`src/rtl/rtt_pkg.sv`:
```
package rtt_pkg;

    typedef enum logic [1:0] {
        ST_IDLE   = 2'd0,
        ST_RUN    = 2'd1,
        ST_DRAIN  = 2'd2,
        ST_ENDING = 2'd3
    } rtt_state_e;

    typedef enum logic [1:0] {
        RSN_NONE  = 2'd0,
        RSN_KILL  = 2'd1,
        RSN_GRACE = 2'd2,
        RSN_ERR   = 2'd3
    } rtt_reason_e;

    typedef enum logic [1:0] {
        SK_RX    = 2'd0,
        SK_TXCC  = 2'd1,
        SK_TIMER = 2'd2,
        SK_TX    = 2'd3
    } rtt_kind_e;

    typedef enum logic [1:0] {
        SC_OFF      = 2'd0,
        SC_AS_STOP  = 2'd1,
        SC_AS_KILL  = 2'd2,
        SC_PHASED   = 2'd3
    } rtt_stopcfg_e;

endpackage

```
`src/rtl/rtt_param_check.sv`:
```
module rtt_param_check #(
    parameter int CHAN_W    = 7,
    parameter int CHAN_MAX  = 80,
    parameter int CHAN_KEEP = 127,
    parameter int ADDR_W    = 2,
    parameter int ADDR_BAD  = 3,
    parameter int CRC_W     = 3,
    parameter int CRC_MAX   = 4
) (
    input  logic [CHAN_W-1:0] chan,
    input  logic [ADDR_W-1:0] txaddr_cfg,
    input  logic [CRC_W-1:0]  crc_len,
    output logic              params_ok
);
    localparam logic [CHAN_W-1:0] CHAN_LIM  = CHAN_W'(CHAN_MAX);
    localparam logic [CHAN_W-1:0] CHAN_SKIP = CHAN_W'(CHAN_KEEP);
    localparam logic [ADDR_W-1:0] ADDR_REJ  = ADDR_W'(ADDR_BAD);
    localparam logic [CRC_W-1:0]  CRC_LIM   = CRC_W'(CRC_MAX);

    logic chan_ok;
    logic addr_ok;
    logic crc_ok;

    always_comb begin
        chan_ok   = (chan <= CHAN_LIM) || (chan == CHAN_SKIP);
        addr_ok   = (txaddr_cfg != ADDR_REJ);
        crc_ok    = (crc_len <= CRC_LIM);
        params_ok = chan_ok && addr_ok && crc_ok;
    end
endmodule

```
`src/rtl/rtt_event_gate.sv`:
```
module rtt_event_gate
    import rtt_pkg::*;
(
    input  logic       tmr_evt,
    input  logic [1:0] stop_cfg,
    input  logic       in_search,
    input  logic       first_phase,
    input  rtt_kind_e  kind,
    output logic       evt_stop,
    output logic       evt_kill
);
    logic phase_ok;

    always_comb begin
        phase_ok = in_search && first_phase && (kind != SK_TX);
        evt_stop = 1'b0;
        evt_kill = 1'b0;
        unique case (rtt_stopcfg_e'(stop_cfg))
            SC_OFF:     ;
            SC_AS_STOP: evt_stop = tmr_evt;
            SC_AS_KILL: evt_kill = tmr_evt;
            SC_PHASED:  evt_kill = tmr_evt && phase_ok;
            default:    ;
        endcase
    end
endmodule

```
`src/rtl/rtt_freq_hold.sv`:
```
module rtt_freq_hold #(
    parameter int CHAN_W    = 7,
    parameter int CHAN_KEEP = 127
) (
    input  logic              clk,
    input  logic              rst_n,
    input  logic              load_req,
    input  logic [CHAN_W-1:0] chan,
    output logic [CHAN_W-1:0] freq_word,
    output logic              freq_load
);
    localparam logic [CHAN_W-1:0] CHAN_SKIP = CHAN_W'(CHAN_KEEP);

    logic do_load;

    always_comb do_load = load_req && (chan != CHAN_SKIP);

    always_ff @(posedge clk or negedge rst_n) begin
        if (!rst_n) begin
            freq_word <= '0;
            freq_load <= 1'b0;
        end else begin
            freq_load <= do_load;
            if (do_load) begin
                freq_word <= chan;
            end
        end
    end

    // the reserved channel code leaves the word alone
    p_keep_word_r8: assert property (@(posedge clk) disable iff (!rst_n)
        (load_req && chan == CHAN_SKIP) |=> (freq_word == $past(freq_word)) && !freq_load);
endmodule

```
`src/rtl/rtt_term_ctrl.sv`:
```
module rtt_term_ctrl
    import rtt_pkg::*;
#(
    parameter int CHAN_W    = 7,
    parameter int CHAN_MAX  = 80,
    parameter int CHAN_KEEP = 127,
    parameter int ADDR_W    = 2,
    parameter int ADDR_BAD  = 3,
    parameter int CRC_W     = 3,
    parameter int CRC_MAX   = 4
) (
    input  logic              clk,
    input  logic              rst_n,
    input  logic              task_start,
    input  logic [1:0]        start_kind,
    input  logic [CHAN_W-1:0] chan,
    input  logic [ADDR_W-1:0] txaddr_cfg,
    input  logic [CRC_W-1:0]  crc_len,
    input  logic              cmd_shutdown,
    input  logic              cmd_stop,
    input  logic              cmd_undef,
    input  logic              cmd_newtask,
    input  logic              tmr_stop_evt,
    input  logic [1:0]        stop_cfg,
    input  logic              pkt_active,
    input  logic              pkt_done,
    input  logic              in_search,
    output logic              end_now,
    output logic              end_graceful,
    output logic              stop_pending,
    output logic              abort_irq,
    output logic              end_error,
    output logic              freq_load,
    output logic [CHAN_W-1:0] freq_word
);
    rtt_state_e  state_q, state_d;
    rtt_reason_e reason_q, reason_d;
    rtt_kind_e   kind_q, kind_d;
    logic        abort_q, abort_d;
    logic        first_q, first_d;

    logic params_ok;
    logic evt_stop;
    logic evt_kill;
    logic kill_req;
    logic stop_req;
    logic accept;

    rtt_param_check #(
        .CHAN_W   (CHAN_W),
        .CHAN_MAX (CHAN_MAX),
        .CHAN_KEEP(CHAN_KEEP),
        .ADDR_W   (ADDR_W),
        .ADDR_BAD (ADDR_BAD),
        .CRC_W    (CRC_W),
        .CRC_MAX  (CRC_MAX)
    ) u_check (
        .chan      (chan),
        .txaddr_cfg(txaddr_cfg),
        .crc_len   (crc_len),
        .params_ok (params_ok)
    );

    rtt_event_gate u_gate (
        .tmr_evt    (tmr_stop_evt),
        .stop_cfg   (stop_cfg),
        .in_search  (in_search),
        .first_phase(first_q),
        .kind       (kind_q),
        .evt_stop   (evt_stop),
        .evt_kill   (evt_kill)
    );

    always_comb begin
        kill_req = cmd_shutdown || cmd_undef || cmd_newtask || evt_kill;
        stop_req = cmd_stop || evt_stop;
        accept   = (state_q == ST_IDLE) && task_start && params_ok;
    end

    rtt_freq_hold #(
        .CHAN_W   (CHAN_W),
        .CHAN_KEEP(CHAN_KEEP)
    ) u_freq (
        .clk      (clk),
        .rst_n    (rst_n),
        .load_req (accept),
        .chan     (chan),
        .freq_word(freq_word),
        .freq_load(freq_load)
    );

    // state register
    always_ff @(posedge clk or negedge rst_n) begin
        if (!rst_n) begin
            state_q  <= ST_IDLE;
            reason_q <= RSN_NONE;
            kind_q   <= SK_RX;
            abort_q  <= 1'b0;
            first_q  <= 1'b0;
        end else begin
            state_q  <= state_d;
            reason_q <= reason_d;
            kind_q   <= kind_d;
            abort_q  <= abort_d;
            first_q  <= first_d;
        end
    end

    // next state
    always_comb begin
        state_d  = state_q;
        reason_d = reason_q;
        kind_d   = kind_q;
        abort_d  = abort_q;
        first_d  = first_q && !(pkt_active || pkt_done);
        unique case (state_q)
            ST_IDLE: begin
                reason_d = RSN_NONE;
                abort_d  = 1'b0;
                first_d  = 1'b0;
                if (task_start) begin
                    if (params_ok) begin
                        state_d = ST_RUN;
                        kind_d  = rtt_kind_e'(start_kind);
                        first_d = 1'b1;
                    end else begin
                        state_d  = ST_ENDING;
                        reason_d = RSN_ERR;
                    end
                end
            end
            ST_RUN: begin
                if (kill_req) begin
                    state_d  = ST_ENDING;
                    reason_d = RSN_KILL;
                    abort_d  = pkt_active;
                end else if (stop_req) begin
                    if (pkt_active && !pkt_done) begin
                        state_d = ST_DRAIN;
                    end else begin
                        state_d  = ST_ENDING;
                        reason_d = RSN_GRACE;
                    end
                end
            end
            ST_DRAIN: begin
                if (kill_req) begin
                    state_d  = ST_ENDING;
                    reason_d = RSN_KILL;
                    abort_d  = pkt_active;
                end else if (pkt_done) begin
                    state_d  = ST_ENDING;
                    reason_d = RSN_GRACE;
                end
            end
            ST_ENDING: begin
                state_d  = ST_IDLE;
                reason_d = RSN_NONE;
                abort_d  = 1'b0;
                first_d  = 1'b0;
            end
            default: state_d = ST_IDLE;
        endcase
    end

    // outputs
    always_comb begin
        end_now      = 1'b0;
        end_graceful = 1'b0;
        end_error    = 1'b0;
        abort_irq    = 1'b0;
        stop_pending = (state_q == ST_DRAIN);
        if (state_q == ST_ENDING) begin
            unique case (reason_q)
                RSN_KILL:  begin
                    end_now   = 1'b1;
                    abort_irq = abort_q;
                end
                RSN_GRACE: end_graceful = 1'b1;
                RSN_ERR:   end_error    = 1'b1;
                default:   ;
            endcase
        end
    end

    // a shutdown command during a task ends it next cycle
    p_shutdown_kills_r1: assert property (@(posedge clk) disable iff (!rst_n)
        ((state_q == ST_RUN || state_q == ST_DRAIN) && cmd_shutdown) |=> end_now);

    // the abort interrupt only comes with an immediate end
    p_abort_with_kill_r2: assert property (@(posedge clk) disable iff (!rst_n)
        abort_irq |-> end_now);

    // a pending stop resolves on packet done
    p_pending_resolves_r3: assert property (@(posedge clk) disable iff (!rst_n)
        (stop_pending && pkt_done && !kill_req) |=> end_graceful);

    // mode 00 leaves a running task untouched by the timer event
    p_cfg_off_quiet_r5: assert property (@(posedge clk) disable iff (!rst_n)
        (state_q == ST_RUN && stop_cfg == 2'b00 && tmr_stop_evt && !cmd_shutdown &&
         !cmd_stop && !cmd_undef && !cmd_newtask) |=> (state_q == ST_RUN));

    // rejected parameters end with an error
    p_bad_params_r7: assert property (@(posedge clk) disable iff (!rst_n)
        (state_q == ST_IDLE && task_start && !params_ok) |=> end_error);

    // end indications are exclusive and one cycle long
    p_end_exclusive_r9: assert property (@(posedge clk) disable iff (!rst_n)
        $onehot0({end_now, end_graceful, end_error}));

    p_idle_after_end_r9: assert property (@(posedge clk) disable iff (!rst_n)
        (end_now || end_graceful || end_error) |=> (state_q == ST_IDLE));
endmodule

```
`config.mk`:
```
export PLATFORM = sky130hd
export DESIGN_NAME = rtt_term_ctrl
export DESIGN_NICKNAME = d
export VERILOG_FILES = /design/src/rtl/rtt_pkg.sv /design/src/rtl/rtt_param_check.sv /design/src/rtl/rtt_event_gate.sv /design/src/rtl/rtt_freq_hold.sv /design/src/rtl/rtt_term_ctrl.sv
export SDC_FILE = /design/constraint.sdc
export NUM_CORES = 1
export LEC_CHECK = 0
export ABC_CLOCK_PERIOD_IN_PS = 2080
export BUFFER_PORTS_ARGS = -buffer_cell sky130_fd_sc_hd__buf_2
export CAP_MARGIN = 20
export CORE_UTILIZATION = 47
export CTS_CLUSTER_SIZE = 16
export DETAILED_ROUTE_END_ITERATION = 16
export PLACE_DENSITY = 0.79
export SLEW_MARGIN = 20
export SYNTH_ARGS = -nofsm -noshare
export SYNTH_HDL_FRONTEND = slang
export SYNTH_SLANG_ARGS = --single-unit
```
`constraint.sdc`:
```
create_clock -name clk -period 2.08 [get_ports clk]
set_input_delay 0 -clock clk [delete_from_list [all_inputs] [get_ports clk]]
set_output_delay 0 -clock clk [all_outputs]
set_load 0.01 [all_outputs]
```
==> impl_metrics.toml, run 1 <==
[clock_network]
cts_tree = "done"
cts_root_buf = "clkbuf_4"
cts_buffer_depth = 2
htreeDepth = 1
clk_pin_slew_ns = 0.09
insertion_delay_ns = 0.29
cts_buffers = 3
cts.sinks = 16

[timing]
rsz0062_at_grt = "no"
max-slew-margin-rel_pct = 65.50
slew_violations = 0
period_minus_slack_ns = 1.901
fin_tns_setup_ns = 0
timing.final.crit_share_pct = 91.40
finalHoldViolations = 0
fin_ws_ns = 0.1789
worstMarginPinSlew_ns = 0.5143
skew_ns = 0.007752
setup_viol = 0
max_freq_ghz = 0.5260

[route]
antenna_left = 0
firstDrtPassIters = 4
vias = 940
wire_per_inst_um = 13.72
drc = 0
vias_per_cell = 5.465
routed_wl_um = 2359
drtIter0Drc = 14

[logic_synthesis]
synth_edf_count = 0
async_flop_share_pct = 100.0
ys_types = 42
yosysWarnings = 0
synthMuxAreaShare_pct = 11.17
yosysSeqAreaShare_pct = 39.70
ys_ff_latch = 16
synth-xor-area-share_pct = 0
yosysMostFrequentCell = "dfrtp_1"
synth_top_flop_cell = "dfrtp_1"
syn_area_mm2 = 0.001008
syn_avg_cell_area_um2 = 11.08
synthAdderAreaFrac_pct = 6.203
synth-compound-area-share_pct = 19.60
synth_top_area_share_pct = 39.70
synth_commonest_cells = "dfrtp_1 (16), nand2_1 (9), mux2_4 (6)"
syn_nets = 123
synthTopCellsByArea = "dfrtp_1 (40%), mux2_4 (8.9%), ha_1 (6.2%)"
synth_top_area_cell = "dfrtp_1"
syn_inst = 91
synth_top_family_by_area = "simple AND/OR/NAND/NOR gates"
yosys.area_share.simple_pct = 20.22

[worst_hold_path]
hold-path-endpoint = "u_freq.freq_load$_DFF_PN0_"
worstHoldStart = "task_start"
hold_class = "in -> reg"
holdPathStages = 3

[floorplanning]
die_area_mm2 = 0.002335
core_mm2 = 0.001982
rows = 16
die_w_um = 48.32
start_util_pct = 50.88
dieHeight_um = 48.32
ios = 40

[worst_setup_path]
worst-path-buf-inv = 2
critPathLaunchType = "flip-flop"
rr_startpoint = "state_q[1]$_DFFE_PN0P_"
rr_worst_depth = 6
path_delay_family = "buffers and inverters"
end_kind = "flip-flop"
cpPeakStageDelay_ns = 0.59
r2r_slack_ns = 0.18
cp.required_ns = 2.31
cp_slowest_cell = "dlygate4sd3_1"
r2r-end = "first_q$_DFF_PN0_"
setup.worst_path.start = "state_q[1]$_DFFE_PN0P_"
worstSetupPathType = "reg -> reg"
path_max_fanout = 4
arrival_ns = 2.13
path_cells = "inv_1 -> ha_1 -> nand4_4 -> o21bai_1 -> o32ai_1 -> dlygate4sd3_1"

[power_and_ir_drop]
power_mw = 1.464
leakagePower_nw = 0.6766
peakVddDrop_mv = 0.7174
pwr_density_cell_mw_per_mm2 = 1065

[placed_design]
place_congestion = 0.8530
portBuffers = 39
pre_cts_ws_ns = 0.3796
dp_hpwl_um = 1671

[cells_and_area]
drive_gt1_share_pct = 37.24
area_growth_pct = 36.23
antenna_cells = 0
nets = 178

[global_routing]
grt.total_usage_pct = 20.70
grt_pass1_wl_um = 3774
antenna_found_initial = 0
grt_pass1_vias = 849
grt_overflow = 0
grt_max_degree = 17

[job]
cap_violations = 0

[run_status]
status = "finished clean"
[sequential cells by signal, indices dropped and copies added, names as in the netlist]
name / count
abort_q: 1
first_q: 1
kind_q: 2
reason_q: 2
state_q: 2
u_freq.freq_load: 1
u_freq.freq_word: 7
[stage by stage]
stage          hold slack, ns  std cells  instance area (µm²)  utilization, %
6_report              0.02986        172                 1374           69.32
5_1_grt               0.02252        172                 1374           69.32
4_1_cts               0.02733        172                 1374           69.32
3_5_place_dp         -0.07306        156                 1217           61.43
3_3_place_gp         -0.08084        156                 1217           61.43
2_1_floorplan         -0.2956         91                 1008               -
[timing repair]
action,CTS,global route
endpoints found under the hold margin,26,0
hold buffers,12,0
endpoints found under the setup margin,0,1
setup buffers,0,0
gates resized for setup,0,1
[worst reg2reg max path, delay by kind of cell, from the launching register on]
family                   cells  cell delay [ns]
adder cells (fa/ha/maj)      1             0.22
AND/OR/NAND/NOR              1             0.12
flip-flops                   1             0.43
buffers and inverters        2             0.73
AO/OA/AOI/OAI                2             0.34
[power by group]
part	internal [mW]	switching (mW)	total, mW
Sequential	0.447	0.0967	0.544
Combinational	0.374	0.343	0.717
Clock	0.107	0.0957	0.203
[routing by layer]
metal | global-route usage (%) | part of all wire (%)
met5 | 0 | 0
met1 | 26.10 | 42
met2 | 35.21 | 52
met4 | 5.392 | 0
met3 | 5.346 | 6.1
[final cells by class]
class	instances	area, µm²
multi-input combinational	71	576.8
fill	142	608.1
timing repair buffer	51	315.3
clock buffer	4	36.28
sequential	16	400.4
inverter	3	11.26
tap	27	33.78
[how the worst max path moves through the flow]
stage                                          to  slack, ns  cells past startpoint
after detailed placement  reason_q[1]$_DFFE_PN0P_       0.38                      6
final                           first_q$_DFF_PN0_       0.18                      6
after CTS                       first_q$_DFF_PN0_       0.15                      6
after floorplan           reason_q[1]$_DFFE_PN0P_       0.46                      6
after global routing            first_q$_DFF_PN0_       0.02                      6
after global placement    reason_q[1]$_DFFE_PN0P_       0.41                      6
[kinds of logic (layout without fill, tap and decap cells)]
group                      after synthesis  count (layout)
buffers and inverters                    4              58
DFF                                     16              16
muxes                                    8               8
adders and majority gates                5               5
AOI/OAI and AO/OA                       26              26
and+or+nand+nor                         32              32
[layout by cell type (no fill, tap or decap), drive strengths merged, types with 3 or more instances in the layout]
cell          n
o21ai         3
nor2b         5
dlygate4sd3  12
nand4         3
nand2         9
inv           3
dfrtp        16
clkbuf        4
mux2          8
nor2          3
ha            5
buf          39
No activity file was read; power rests on OpenSTA's default activity.
==> run 2: changes to the inputs <==
Settings changed: ABC_CLOCK_PERIOD_IN_PS 2080 to 1700, CORE_UTILIZATION 47 to 43, PLACE_DENSITY 0.79 to 0.76.
Clock period 2.08 ns to 1.7 ns, I/O delays scaled along.
==> run 2 against run 1 <==
Clock skew shrank 0.0051 ns. Global-route usage up 2.4 points. Power up 28%. Sequential share of layout area fell by 0.65 points. Maximum frequency up 16%. Critical path depth down 1. Critical path type unchanged. Largest power group unchanged.
==> impl_metrics.toml, run 2 (synthesis results as in run 1) <==
[power_and_ir_drop]
pwr_density_cell_mw_per_mm2 = 1334
leakagePower_nw = 0.6875
peakVddDrop_mv = 0.7890

[run_status]
status = "finished clean"

[timing]
max_freq_ghz = 0.6091
skew_ns = 0.002635
max-slew-margin-rel_pct = 65.95
finalHoldViolations = 0
period_minus_slack_ns = 1.642
worstMarginPinSlew_ns = 0.5078
timing.final.crit_share_pct = 96.57
slew_violations = 0
setup_viol = 0
fin_tns_setup_ns = 0

[floorplanning]
die_w_um = 50.43
ios = 40
dieHeight_um = 50.43
rows = 17
die_area_mm2 = 0.002543
start_util_pct = 45.59
core_mm2 = 0.002212

[worst_hold_path]
holdPathStages = 3
hold-path-endpoint = "u_freq.freq_load$_DFF_PN0_"
worstHoldStart = "task_start"
hold_class = "in -> reg"

[placed_design]
portBuffers = 39
dp_hpwl_um = 1815
place_congestion = 0.7969
dp.cells = 159

[cells_and_area]
utilization_pct = 63.52
antenna_cells = 0
nets = 182
layout_common_cells = "buf_2 (39), dfrtp_1 (16), dlygate4sd3_1 (12)"
drive_gt1_share_pct = 40.54
area_growth_pct = 39.33
largest_reg_flops = 7
fin_cells = 176
final_common_cell = "buf_2"
fill_cells = 171
regMostFlops = "u_freq.freq_word"

[route]
drc = 0
vias_per_cell = 5.830
drtIter0Drc = 50
firstDrtPassIters = 4
antenna_left = 0
routed_wl_um = 2841
vias = 1026
wire_per_inst_um = 16.14

[clock_network]
htreeDepth = 1
cts.sinks = 16
clk_pin_slew_ns = 0.09
cts_buffer_depth = 2
cts_root_buf = "clkbuf_4"
insertion_delay_ns = 0.29
cts_tree = "done"
cts_buffers = 3

[worst_setup_path]
worstSetupPathType = "reg -> reg"
rr_worst_depth = 5
r2r-end = "u_freq.freq_word[5]$_DFFE_PN0P_"
r2r_slack_ns = 0.06
setup.worst_path.start = "state_q[0]$_DFFE_PN0P_"
arrival_ns = 1.83
path_max_fanout = 8
cp.required_ns = 1.88
critPathLaunchType = "flip-flop"
end_kind = "flip-flop"
rr_startpoint = "state_q[0]$_DFFE_PN0P_"

[global_routing]
grt_pass1_vias = 927
grt.total_usage_pct = 23.13
grt_max_degree = 17
antenna_found_initial = 0
grt_pass1_wl_um = 4243
grt_overflow = 0

[job]
cap_violations = 0
[run 2: worst max-delay path by stage]
stage | end | slack (ns)
after floorplan | reason_q[1]$_DFFE_PN0P_ | 0.08
after global placement | u_freq.freq_word[5]$_DFFE_PN0P_ | 0.11
after detailed placement | u_freq.freq_word[5]$_DFFE_PN0P_ | 0.05
after CTS | u_freq.freq_word[5]$_DFFE_PN0P_ | 0.03
after global routing | reason_q[0]$_DFFE_PN0P_ | -0.04
final | u_freq.freq_word[5]$_DFFE_PN0P_ | 0.06
[run 2: what timing repair did]
action | in CTS | in global routing
endpoints found under the hold margin | 27 | 0
setup buffers | 0 | 2
setup endpoints to repair | 0 | 10
hold buffers | 12 | 0
resized for setup | 0 | 5
[run 2: through the flow]
stage | area (µm²) | hold slack (ns) | total power [mW] | worst slack, ns
after floorplan | 1008 | -0.2956 | 1.252 | 0.07869
after global placement | 1234 | -0.07400 | 1.520 | 0.1075
after detailed placement | 1234 | -0.07279 | 1.560 | 0.04685
after CTS | 1376 | 0.03287 | 1.794 | 0.03160
after global routing | 1405 | 0.03060 | 2.011 | -0.03918
final | 1405 | 0.03749 | 1.875 | 0.05829
[run 2: layout make-up]
type | count | area (µm²) | area share [%]
Clock buffer | 3 | 22.52 | 1.603
Tap cell | 28 | 35.03 | 2.493
Inverter | 3 | 11.26 | 0.8014
Multi-Input combinational cell | 71 | 590.6 | 42.03
Timing Repair Buffer | 55 | 345.3 | 24.58
Sequential cell | 16 | 400.4 | 28.50
[run 2: critical path: stages (launching register included)]
cell,delay (ns)
dfrtp_1,0.43
inv_2,0.12
ha_1,0.22
nand4_4,0.13
nor2b_4,0.30
mux2_4,0.33
[run 2: metal layers]
metal | vias to the layer above | wire (µm) | GRT usage, %
li1 | 459 | - | -
met1 | 499 | 1105 | 28.11
met2 | 54 | 1438 | 38.67
met3 | 14 | 198 | 4.545
met4 | 0 | 98 | 11.57
met5 | - | 0 | 0
[run 2: power breakdown]
group / internal (mW) / switching (mW) / total [mW] / leakage, nW
combinational: 0.521 / 0.486 / 1.01 / 0.475
clock: 0.0826 / 0.124 / 0.207 / 0.0138
sequential: 0.547 / 0.115 / 0.662 / 0.198
total: 1.15 / 0.724 / 1.87 / 0.688
==> run 3: changes to the inputs <==
Settings changed: ABC_CLOCK_PERIOD_IN_PS 1700 to 1400, CAP_MARGIN 20 to 10, CORE_ASPECT_RATIO set to 0.6.
Clock period 1.7 ns to 1.4 ns, I/O delays scaled along.
==> run 3 against run 2 <==
The flow now finishes with violations (negative setup slack). Via count increased by 0.39%. First-iteration DRC count increased by 20%. Clock power increased by 96%. Sequential share of layout area decreased by 3.7 points. Critical path depth increased by 2. Critical endpoint is now reason_q[1]$_DFFE_PN0P_.
==> impl_metrics.toml, run 3 (synthesis results as in run 1) <==
[route]
drc = 0
drtIter0Drc = 60
firstDrtPassIters = 4
vias_per_cell = 5.691
wire_per_inst_um = 16.22
vias = 1030
routed_wl_um = 2935
antenna_left = 0

[clock_network]
htreeDepth = 1
cts_buffers = 3
insertion_delay_ns = 0.25
clk_pin_slew_ns = 0.06
cts.sinks = 16
cts_tree = "done"
cts_root_buf = "clkbuf_8"
cts_buffer_depth = 2

[cells_and_area]
seqCellArea_um2 = 401.6
final_common_cell = "buf_2"
nets = 184
area_growth_pct = 60.42
largest_reg_flops = 7
design_area_mm2 = 0.001618
drive_gt1_share_pct = 58.28
fill_cells = 152
layout_common_cells = "buf_2 (39), dfrtp_1 (15), buf_4 (10)"
regMostFlops = "u_freq.freq_word"
multi_input_area_um2 = 745.7
antenna_cells = 0

[timing]
worstMarginPinSlew_ns = 0.4647
max_freq_ghz = 0.6331
skew_ns = 0.002957
finalHoldViolations = 0
period_minus_slack_ns = 1.580
rsz0062_at_grt = "yes"
slew_violations = 0
timing.final.crit_share_pct = 112.8
max-slew-margin-rel_pct = 68.81
fin_ws_ns = -0.1795
fin_tns_setup_ns = -1.703
setup_viol = 14

[worst_setup_path]
end_kind = "flip-flop"
critPathLaunchType = "flip-flop"
cpPeakStageDelay_ns = 0.42
arrival_ns = 1.76
cp.required_ns = 1.58
path_cells = "inv_2 -> ha_4 -> nor2b_4 -> a221oi_4 -> buf_4 -> a211o_1 -> a2bb2oi_2"
cp_slowest_cell = "dfrtp_1"
worst-path-buf-inv = 2
path_max_fanout = 4
path_delay_family = "compound AO/OA/AOI/OAI gates"
worstSetupPathType = "reg -> reg"

[global_routing]
grt.total_usage_pct = 24.75
grt_overflow = 0
gr-usage-met2_pct = 43.16
gr-max-usage-layer = "met2"
grt_pass1_vias = 987
antenna_found_initial = 0
grt_max_degree = 17
grt_pass1_wl_um = 4457
met3_usage_pct = 7.849
grtUsageMet1_pct = 29.45

[power_and_ir_drop]
p_sw_mw = 1.084
pwr-share-clk_pct = 13.7
switching_share_pct = 36.79
p_comb_share_pct = 57.9
pwr_density_cell_mw_per_mm2 = 1822
power_frac_seq_pct = 28.3
peakVddDrop_mv = 0.9664
internal-power_mw = 1.864
power_mw = 2.948
leakagePower_nw = 0.7335

[floorplanning]
core_mm2 = 0.002196
die_area_mm2 = 0.002549
die_w_um = 64.52
dieHeight_um = 39.51
start_util_pct = 45.93
rows = 13
ios = 40

[job]
cap_violations = 0

[placed_design]
dp_hpwl_um = 2110
pre_cts_ws_ns = -0.1757
postPlaceCellArea_mm2 = 0.001369
portBuffers = 39
place_congestion = 0.8922

[run_status]
status = "finished, violations left"
violations = "negative setup slack"

[worst_hold_path]
hold_class = "in -> reg"
## run 3: changes by cell type in the layout (fill, tap and decap cells not counted), moves of 3 or more
cell	change
buf_4	+6
buf_6	+3
clkbuf_4	-3
clkbuf_8	+4
dlygate4sd3_1	-8
ha_1	-4
ha_4	+4
## run 3: per-stage QoR
step	instances	hold WS [ns]	util [%]
4_1_cts	180	0.006599	71.05
3_5_place_dp	169	-0.06391	62.34
5_1_grt	181	0.01786	73.68
6_report	181	0.01466	73.68
3_3_place_gp	169	-0.07499	62.34
2_1_floorplan	91	-0.2956	-
## run 3: worst paths after layout
check	from	endpoint	slack (ns)	cells after the start
min reg2reg	u_freq.freq_word[5]$_DFFE_PN0P_	u_freq.freq_word[5]$_DFFE_PN0P_	0.51	1
max	state_q[1]$_DFFE_PN0P_	reason_q[1]$_DFFE_PN0P_	-0.18	7
min in group asynchronous	rst_n	kind_q[1]$_DFFE_PN0P_	0.20	2
max reg2reg	state_q[1]$_DFFE_PN0P_	reason_q[1]$_DFFE_PN0P_	-0.18	7
min	pkt_done	first_q$_DFF_PN0_	0.01	2
max in group asynchronous	rst_n	state_q[0]$_DFFE_PN0P_	0.91	2
## run 3: repair_timing
action                                  in CTS  in global routing
endpoints found under the setup margin      13                 16
pin swaps                                    6                  3
hold buffers                                 4                  0
endpoints found under the hold margin       19                  0
buffers inserted                             3                  2
resized for setup                            9                 10
## run 3: layout make-up
class                           count  share of cell area [%]
Sequential cell                    16                   24.83
Timing Repair Buffer               57                   22.51
Inverter                            3                  0.8507
Multi-Input combinational cell     71                   46.09
Tap cell                           30                   2.320
Clock buffer                        4                   3.403
## run 3: power by group through the flow
stage	combinational (mW)	clock, mW	sequential [mW]
finish	1.71	0.405	0.835
floorplan	0.829	0	0.855
global placement	1.33	0	0.805
CTS	1.59	0.415	0.818
detailed placement	1.40	0	0.807
global route	1.81	0.432	0.859
## run 3: routing by layer
metal  part of all wire [%]  wire length (µm)  vias to the layer above
li1                       -                 -                      471
met1                     44              1290                      501
met2                     49              1424                       50
met3                    5.6               164                        8
met4                    1.9                56                        0
met5                      0                 0                        -
